===== src/rtl/canmb_pkg.sv =====
package canmb_pkg;

    localparam int MB_BITS   = 8;
    localparam int STAT_W    = 32;
    localparam int B_DONE    = 0;
    localparam int B_TXOK    = 1;
    localparam int B_ALST    = 2;
    localparam int B_TERR    = 3;
    localparam int B_ABORT   = 7;

    typedef enum logic [1:0] {
        OUT_NONE = 2'd0,
        OUT_OK   = 2'd1,
        OUT_ARB  = 2'd2,
        OUT_ERR  = 2'd3
    } outcome_e;

    typedef struct packed {
        logic pend;
        logic abort;
        logic terr;
        logic alst;
        logic txok;
        logic done;
    } mb_state_t;

    localparam mb_state_t MB_RESET = '{default: 1'b0};

    function automatic outcome_e decode_outcome(input logic ok, input logic arb, input logic err);
        if (ok)       return OUT_OK;
        else if (arb) return OUT_ARB;
        else if (err) return OUT_ERR;
        else          return OUT_NONE;
    endfunction

    function automatic logic [MB_BITS-1:0] pack_byte(input mb_state_t s);
        logic [MB_BITS-1:0] b;
        b          = '0;
        b[B_DONE]  = s.done;
        b[B_TXOK]  = s.txok;
        b[B_ALST]  = s.alst;
        b[B_TERR]  = s.terr;
        b[B_ABORT] = s.abort;
        return b;
    endfunction

endpackage


===== src/rtl/canmb_slot.sv =====
module canmb_slot
    import canmb_pkg::*;
(
    input  logic      clk,
    input  logic      rst,
    input  logic      tx_req_i,
    input  logic      clr_done_i,
    input  logic      abort_wr_i,
    input  logic      active_i,
    input  logic      ev_ok_i,
    input  logic      ev_arb_i,
    input  logic      ev_err_i,
    output mb_state_t state_o
);

    mb_state_t q, d;
    outcome_e  outc;
    logic      start, fail, done_ok, abort_done, empty_now, clr_any, clr_eff;

    always_comb begin
        outc       = q.pend ? decode_outcome(ev_ok_i, ev_arb_i, ev_err_i) : OUT_NONE;
        start      = tx_req_i && !q.pend;
        done_ok    = (outc == OUT_OK);
        fail       = (outc == OUT_ARB) || (outc == OUT_ERR);
        abort_done = q.pend && q.abort && !done_ok && (fail || !active_i);
        empty_now  = done_ok || abort_done;
        clr_any    = start || clr_done_i;
        clr_eff    = clr_any && !empty_now;

        d = q;
        if (clr_eff) begin
            d.done = 1'b0;
            d.txok = 1'b0;
            d.alst = 1'b0;
            d.terr = 1'b0;
        end
        if (start)
            d.pend = 1'b1;
        unique case (outc)
            OUT_OK:  d.txok = 1'b1;
            OUT_ARB: begin d.txok = 1'b0; d.alst = 1'b1; end
            OUT_ERR: begin d.txok = 1'b0; d.terr = 1'b1; end
            default: ;
        endcase
        if (empty_now) begin
            d.pend  = 1'b0;
            d.abort = 1'b0;
            d.done  = 1'b1;
        end else if (q.pend && abort_wr_i) begin
            d.abort = 1'b1;
        end
    end

    always_ff @(posedge clk) begin
        if (rst) q <= MB_RESET;
        else     q <= d;
    end

    assign state_o = q;

    AST_ABORT_ONLY_PENDING: assert property (@(posedge clk) disable iff (rst)
        q.abort |-> q.pend);
    AST_DONE_ONLY_EMPTY: assert property (@(posedge clk) disable iff (rst)
        q.done |-> !q.pend);
    AST_OK_EMPTIES: assert property (@(posedge clk) disable iff (rst)
        (q.pend && ev_ok_i) |=> (!q.pend && q.done && q.txok && !q.abort));
    AST_FAIL_RETRIES: assert property (@(posedge clk) disable iff (rst)
        (q.pend && !q.abort && !ev_ok_i && (ev_arb_i || ev_err_i)) |=> (q.pend && !q.txok));
    AST_IDLE_ABORT_IGNORED: assert property (@(posedge clk) disable iff (rst)
        (!q.pend && abort_wr_i) |=> !q.abort);
    AST_ABORT_HELD_ACTIVE: assert property (@(posedge clk) disable iff (rst)
        (q.pend && q.abort && active_i && !ev_ok_i && !ev_arb_i && !ev_err_i) |=> q.pend);
    AST_SET_WINS: assert property (@(posedge clk) disable iff (rst)
        (q.pend && ev_ok_i && clr_done_i) |=> q.done);
    AST_IDLE_EVENT_IGNORED: assert property (@(posedge clk) disable iff (rst)
        (!q.pend && !tx_req_i && !clr_done_i) |=> $stable(q));

endmodule


===== src/rtl/canmb_pack.sv =====
module canmb_pack
    import canmb_pkg::*;
#(
    parameter int NUM_MB = 3
) (
    input  mb_state_t            st_i [NUM_MB],
    output logic [STAT_W-1:0]    word_o,
    output logic [NUM_MB-1:0]    pend_o
);

    localparam int USED_W = NUM_MB * MB_BITS;

    for (genvar k = 0; k < NUM_MB; k++) begin : g_byte
        assign word_o[k*MB_BITS +: MB_BITS] = pack_byte(st_i[k]);
        assign pend_o[k]                    = st_i[k].pend;
    end

    if (USED_W < STAT_W) begin : g_pad
        assign word_o[STAT_W-1:USED_W] = '0;
    end

endmodule


===== src/rtl/canmb_status.sv =====
module canmb_status
    import canmb_pkg::*;
#(
    parameter int NUM_MB = 3
) (
    input  logic              clk,
    input  logic              rst,
    input  logic [NUM_MB-1:0] tx_req_i,
    input  logic              wr_en_i,
    input  logic [31:0]       wr_data_i,
    input  logic [NUM_MB-1:0] active_i,
    input  logic [NUM_MB-1:0] ev_ok_i,
    input  logic [NUM_MB-1:0] ev_arb_i,
    input  logic [NUM_MB-1:0] ev_err_i,
    output logic [31:0]       status_o,
    output logic [NUM_MB-1:0] pending_o
);

    mb_state_t slot_st [NUM_MB];

    for (genvar k = 0; k < NUM_MB; k++) begin : g_mb
        canmb_slot u_slot (
            .clk        (clk),
            .rst        (rst),
            .tx_req_i   (tx_req_i[k]),
            .clr_done_i (wr_en_i && wr_data_i[k*MB_BITS + B_DONE]),
            .abort_wr_i (wr_en_i && wr_data_i[k*MB_BITS + B_ABORT]),
            .active_i   (active_i[k]),
            .ev_ok_i    (ev_ok_i[k]),
            .ev_arb_i   (ev_arb_i[k]),
            .ev_err_i   (ev_err_i[k]),
            .state_o    (slot_st[k])
        );
    end

    canmb_pack #(.NUM_MB(NUM_MB)) u_pack (
        .st_i   (slot_st),
        .word_o (status_o),
        .pend_o (pending_o)
    );

    AST_RESET_CLEAN: assert property (@(posedge clk)
        $past(rst) |-> (status_o == '0 && pending_o == '0));

endmodule


===== config.mk =====
export PLATFORM = sky130hd
export DESIGN_NAME = canmb_status
export DESIGN_NICKNAME = d
export VERILOG_FILES = /design/src/rtl/canmb_pkg.sv /design/src/rtl/canmb_slot.sv /design/src/rtl/canmb_pack.sv /design/src/rtl/canmb_status.sv
export SDC_FILE = /design/constraint.sdc
export NUM_CORES = 1
export LEC_CHECK = 0
export BUFFER_PORTS_ARGS = -buffer_cell sky130_fd_sc_hd__buf_2
export CAP_MARGIN = 20
export CORE_UTILIZATION = 37
export CTS_CLUSTER_DIAMETER = 200
export DETAILED_ROUTE_END_ITERATION = 12
export PLACE_DENSITY = 0.91
export SLEW_MARGIN = 20
export SYNTH_ARGS = -nofsm -noshare
export SYNTH_HDL_FRONTEND = slang
export SYNTH_SLANG_ARGS = --single-unit

===== constraint.sdc =====
create_clock -name clk -period 1.6 [get_ports clk]
set_clock_uncertainty 0.05 [all_clocks]
set_input_delay 0.16 -clock clk [delete_from_list [all_inputs] [get_ports clk]]
set_output_delay 0.16 -clock clk [all_outputs]
set_load 0.005 [all_outputs]

==> impl_metrics.env, run 1 <==
export IMPL_synth_top_area_cell="dfxtp_1"
export IMPL_die_h_um=53.5
export IMPL_drt_wl_total_um=2000
export IMPL_grt_max_degree=24
export IMPL_grt_overflow_total=0
export IMPL_num_antenna_cells=0
export IMPL_critical_path_cell_chain="buf_2"
export IMPL_critPathRequiredTime_ns=1.39
export IMPL_final_common_cell="buf_2"
export IMPL_setup_viol=0
export IMPL_fillers=261
export IMPL_worstPathArrival_ns=0.99
export IMPL_status="finished clean"
export IMPL_antenna_left=0
export IMPL_postCtsHoldBufs=0
export IMPL_post_route_period_util=0.752
export IMPL_grt_pass1_vias=755
export IMPL_synthTopCellsByArea="dfxtp_1 (37%), buf_4 (13%), nand2b_1 (5.1%), or4b_4 (4.2%), nor3_2 (4.1%)"
export IMPL_leakage_nw=0.536
export IMPL_nets=200
export IMPL_synth_warnings=0
export IMPL_coreArea_um2=2500
export IMPL_cts_max_level=1
export IMPL_final_cell_mix="buf_2 (41), dfxtp_1 (18), conb_1 (17)"
export IMPL_power_density_nw_per_um2=747
export IMPL_drive_above_1_share=0.372
export IMPL_area_delta_synth_final_pct=18.9
export IMPL_start_util=0.392
export IMPL_grt_usage=0.147
export IMPL_num_vias=897
export IMPL_remaining_drc_errors=0
export IMPL_largest_reg_flops=18
export IMPL_grt_pass1_wl_um=3050
export IMPL_cts_buffers=3
export IMPL_num_rows=18
export IMPL_synth_seq_cells=18
export IMPL_critical_path_top_delay_family="flip-flops"
export IMPL_fin_area_um2=1170
export IMPL_ys_seq_area_frac=0.367
export IMPL_hold_viol_final=0
export IMPL_die_area_um2=2860
export IMPL_synth_top_cell_area_share=0.367
export IMPL_whs_ns=0.0703
export IMPL_crit_type="reg2out"
export IMPL_rsz0062_at_grt="no"
export IMPL_netlist_area_um2=981
export IMPL_post_cts_buffers=0
export IMPL_cts_buffer_depth=2
export IMPL_report_final_slew_viol_count=0
export IMPL_clock_sinks=18
export IMPL_path_clk_slew_ns=0.10
export IMPL_cp_end_kind="primary output"
export IMPL_fin_tns_setup_ns=0
export IMPL_fp_dieW_um=53.5
export IMPL_cpPeakStageDelay_ns=0.53
export IMPL_path_max_fanout=11
export IMPL_start_kind="flop"
export IMPL_drv_cap=0
export IMPL_gp_congestion=0.675
export IMPL_hpwl_um=1580
export IMPL_ioPinCount=85
export IMPL_cts_repair_resized=0
export IMPL_fin_crit_ns=1.20
export IMPL_drtIter0Drc=10
export IMPL_detailedRoute_firstPassIterationCount=4
export IMPL_place_area_um2=1140
export IMPL_io_buffers=41
export IMPL_hp_class="in2reg"
export IMPL_cts_tree="built"
export IMPL_antenna_found_initial=0
export IMPL_critical_path_buf_inv_count=1
export IMPL_routedWlPerCell_um=11.3
export IMPL_clock_fmax_ghz=0.831
export IMPL_clock_latency_ns=0.28
export IMPL_syn_avg_cell_area_um2=9.08
export IMPL_root_buffer="clkbuf_4"
export IMPL_ir_drop_mv=0.455
export IMPL_viasPerCell=5.04
export IMPL_synth_cells=108
export IMPL_synth_cell_types=31
export IMPL_crit_path_top_delay_cell="dfxtp_1"
[final cells by class]
type	count	area, um2	area share
Clock buffer	3	22.5	0.0193
Multi-Input combinational cell	86	541	0.464
Sequential cell	18	360	0.309
Tap cell	30	37.5	0.0322
Timing Repair Buffer	41	205	0.176
[routing by layer]
layer | global-route usage | up-vias | wire length (um)
met5 | 0 | - | 0
met4 | 0.0526 | 0 | 0
met2 | 0.273 | 43 | 961
met1 | 0.152 | 411 | 880
li1 | - | 443 | -
met3 | 0.0431 | 0 | 163
[where the power goes]
| part | switching [W] | internal (W) | total, W |
|---|---|---|---|
| clock | 0.000132 | 0.0000873 | 0.000219 |
| sequential | 0.0000213 | 0.000468 | 0.000489 |
| combinational | 0.0000849 | 0.0000773 | 0.000162 |
| total | 0.000238 | 0.000633 | 0.000871 |
[path summary, 6_finish.rpt]
kind	startpoint	end	slack (ns)	depth (start not counted)
setup reg to reg	g_mb[1].u_slot.state_o[5]$_SDFFE_PP0P_	g_mb[1].u_slot.state_o[1]$_SDFFE_PP0P_	0.41	3
hold reg to reg	g_mb[2].u_slot.state_o[2]$_SDFFE_PP0P_	g_mb[2].u_slot.state_o[2]$_SDFFE_PP0P_	0.42	2
setup / recovery	g_mb[1].u_slot.state_o[5]$_SDFFE_PP0P_	pending_o[1]	0.40	1
hold / removal	tx_req_i[2]	g_mb[2].u_slot.state_o[5]$_SDFFE_PP0P_	0.07	3
[through the flow]
step | util | cells | total power [W] | setup slack [ns]
6_report | 0.466 | 178 | 0.000871 | 0.397
5_1_grt | 0.466 | 178 | 0.000930 | 0.313
4_1_cts | 0.466 | 178 | 0.000885 | 0.385
3_5_place_dp | 0.457 | 175 | 0.000662 | 0.224
3_3_place_gp | 0.457 | 175 | 0.000658 | 0.244
2_1_floorplan | - | 124 | 0.000620 | 0.431
[Yosys cell counts (all sizes together)]
| master | instances |
|---|---|
| nor3b | 1 |
| nor2 | 6 |
| conb | 1 |
| nand2 | 6 |
| nand2b | 8 |
| a22oi | 4 |
| nor2b | 2 |
| or4b | 3 |
| a311oi | 2 |
| nand4bb | 2 |
| nand3b | 2 |
| o32ai | 1 |
| and2 | 2 |
| o22ai | 1 |
| nor4b | 1 |
| dfxtp | 18 |
| a31oi | 3 |
| a32oi | 2 |
| o21ai | 6 |
| nor3 | 8 |
| o21a | 2 |
| buf | 18 |
| o211a | 1 |
| nand3 | 2 |
| a21oi | 3 |
| clkbuf | 2 |
| o211ai | 1 |
[cell families after synthesis]
logic type | Yosys count | synth area share
other | 1 | 0.00382
buffers and inverters | 20 | 0.143
AOI/OAI and AO/OA | 26 | 0.190
and+or+nand+nor | 43 | 0.296
DFF | 18 | 0.367
[worst min-delay path, cell delays in order]
cell and delay [ns]:
buf_2 0.09, nor2_1 0.04, nor3_2 0.08
No activity file was read; power rests on OpenSTA's default activity.
==> run 2, diff against run 1 <==
--- a/config.mk
+++ b/config.mk
@@ -7,10 +7,10 @@
 export LEC_CHECK = 0
 export BUFFER_PORTS_ARGS = -buffer_cell sky130_fd_sc_hd__buf_2
 export CAP_MARGIN = 20
-export CORE_UTILIZATION = 37
+export CORE_UTILIZATION = 34
 export CTS_CLUSTER_DIAMETER = 200
 export DETAILED_ROUTE_END_ITERATION = 12
-export PLACE_DENSITY = 0.91
+export PLACE_DENSITY = 0.88
 export SLEW_MARGIN = 20
 export SYNTH_ARGS = -nofsm -noshare
 export SYNTH_HDL_FRONTEND = slang
==> constraint.sdc (replaced) <==
create_clock -name clk -period 1.1 [get_ports clk]
set_clock_uncertainty 0.05 [all_clocks]
set_input_delay 0.11 -clock clk [delete_from_list [all_inputs] [get_ports clk]]
set_output_delay 0.11 -clock clk [all_outputs]
set_load 0.005 [all_outputs]
==> run 2 against run 1 <==
Flip-flop and latch count did not move. Highest routed layer unchanged. Combinational power rose by 77%. Routed wire length rose by 3.9%. Worst setup slack got worse by 0.34 ns.
==> impl_metrics.env, run 2 (synthesis results as in run 1) <==
export IMPL_critPathRequiredTime_ns=0.94
export IMPL_start_kind="flop"
export IMPL_detailedRoute_firstPassIterationCount=4
export IMPL_num_rows=19
export IMPL_antenna_left=0
export IMPL_post_place_ws_ns=-0.183
export IMPL_crit_type="reg2out"
export IMPL_critical_path_cell_chain="buf_6 > buf_6"
export IMPL_power_frac_seq=0.543
export IMPL_root_buffer="clkbuf_4"
export IMPL_place_area_um2=1230
export IMPL_die_area_um2=3100
export IMPL_die_h_um=55.7
export IMPL_nets=213
export IMPL_largest_reg_flops=18
export IMPL_cts_buffers=3
export IMPL_crit_top_cell="buf_6"
export IMPL_gp_congestion=0.855
export IMPL_cts_buffer_depth=2
export IMPL_grt_pass1_vias=909
export IMPL_remaining_drc_errors=0
export IMPL_drive_above_1_share=0.447
export IMPL_coreArea_um2=2730
export IMPL_hp_class="in2reg"
export IMPL_final_common_cell="buf_2"
export IMPL_pwr_share_comb=0.220
export IMPL_whs_ns=0.0197
export IMPL_rsz0062_at_grt="yes"
export IMPL_cp_end_kind="primary output"
export IMPL_grt_max_degree=24
export IMPL_path_max_fanout=7
export IMPL_num_vias=925
export IMPL_drtIter0Drc=13
export IMPL_fin_area_um2=1280
export IMPL_fin_cells=192
export IMPL_final_setup_worst_slack_ns=0.0589
export IMPL_viasPerCell=4.82
export IMPL_clock_fmax_ghz=0.961
export IMPL_final_cell_mix="buf_2 (40), conb_1 (17), dfxtp_1 (14)"
export IMPL_fp_dieW_um=55.7
export IMPL_switching_power_w=0.000346
export IMPL_routedWlPerCell_um=10.8
export IMPL_grt_overflow_total=0
export IMPL_hold_viol_final=0
export IMPL_post_route_util=0.470
export IMPL_grt_usage=0.148
export IMPL_cts_tree="built"
export IMPL_ioPinCount=85
export IMPL_num_antenna_cells=0
export IMPL_start_util=0.359
export IMPL_report_final_slew_viol_count=0
export IMPL_cts_max_level=1
export IMPL_clock_latency_ns=0.28
export IMPL_drt_wl_total_um=2080
export IMPL_worstPathArrival_ns=0.88
export IMPL_dp_cells=187
export IMPL_power_share_clock=0.237
export IMPL_power_switching_share=0.265
export IMPL_p_int_w=0.000959
export IMPL_hpwl_um=1650
export IMPL_post_route_period_util=0.946
export IMPL_antenna_found_initial=0
export IMPL_status="finished clean"
export IMPL_leakage_nw=0.604
export IMPL_io_buffers=41
export IMPL_area_delta_synth_final_pct=31.0
export IMPL_cpPeakStageDelay_ns=0.38
export IMPL_grt_pass1_wl_um=3710
export IMPL_drv_cap=0
export IMPL_path_clk_slew_ns=0.09
export IMPL_ir_drop_mv=0.761
export IMPL_setup_viol=0
export IMPL_power_density_nw_per_um2=1020
export IMPL_postCtsHoldBufs=0
export IMPL_fin_crit_ns=1.04
export IMPL_clock_sinks=18
export IMPL_crit_path_top_delay_cell="dfxtp_4"
-- run 2: power by group through the flow --
| stage | logic, W | clock network, W | registers (W) |
|---|---|---|---|
| finish | 0.000287 | 0.000309 | 0.000708 |
| global route | 0.000322 | 0.000379 | 0.000715 |
| CTS | 0.000272 | 0.000333 | 0.000710 |
| detailed placement | 0.000271 | 0 | 0.000724 |
| global placement | 0.000265 | 0 | 0.000723 |
| floorplan | 0.000181 | 0 | 0.000720 |
-- run 2: through the flow --
step,setup TNS [ns],total power [W]
6_report,0,0.00130
2_1_floorplan,-0.0118,0.000902
3_5_place_dp,-2.12,0.000994
4_1_cts,0,0.00132
5_1_grt,-0.0127,0.00142
3_3_place_gp,-1.81,0.000988
-- run 2: final timing paths --
kind                                           from                                      to  slack [ns]  cells past startpoint
max reg2reg  g_mb[1].u_slot.state_o[5]$_SDFFE_PP0P_  g_mb[1].u_slot.state_o[5]$_SDFFE_PP0P_        0.08                      4
max          g_mb[1].u_slot.state_o[5]$_SDFFE_PP0P_                            pending_o[1]        0.06                      2
min                                     tx_req_i[0]  g_mb[0].u_slot.state_o[5]$_SDFFE_PP0P_        0.02                      3
min reg2reg  g_mb[2].u_slot.state_o[2]$_SDFFE_PP0P_  g_mb[2].u_slot.state_o[2]$_SDFFE_PP0P_        0.42                      2
-- run 2: per-layer routing --
layer,global-route usage,wire (um),vias up
li1,-,-,469
met1,0.169,905,421
met2,0.270,1050,35
met3,0.0535,131,0
met4,0.0214,0,0
met5,0,0,-
-- run 2: layout make-up --
cell class / count / area [um2]
flip-flops and latches: 18 / 370
clock buffers: 3 / 22.5
multi-input cells: 86 / 541
fillers: 290 / 1450
well taps: 31 / 38.8
repair buffers: 54 / 313
-- run 2: critical path, delay by kind of cell, from the launching register on --
| kind | cells | cell delay [ns] |
|---|---|---|
| DFF | 1 | 0.38 |
| buffers and inverters | 2 | 0.22 |
-- run 2: what timing repair did --
action                                 in CTS  in global routing
gates resized for setup                     2                  6
setup buffers                               0                  2
endpoints found under the hold margin       0                  0
pin swaps                                   0                  5
setup endpoints to repair                   2                 11
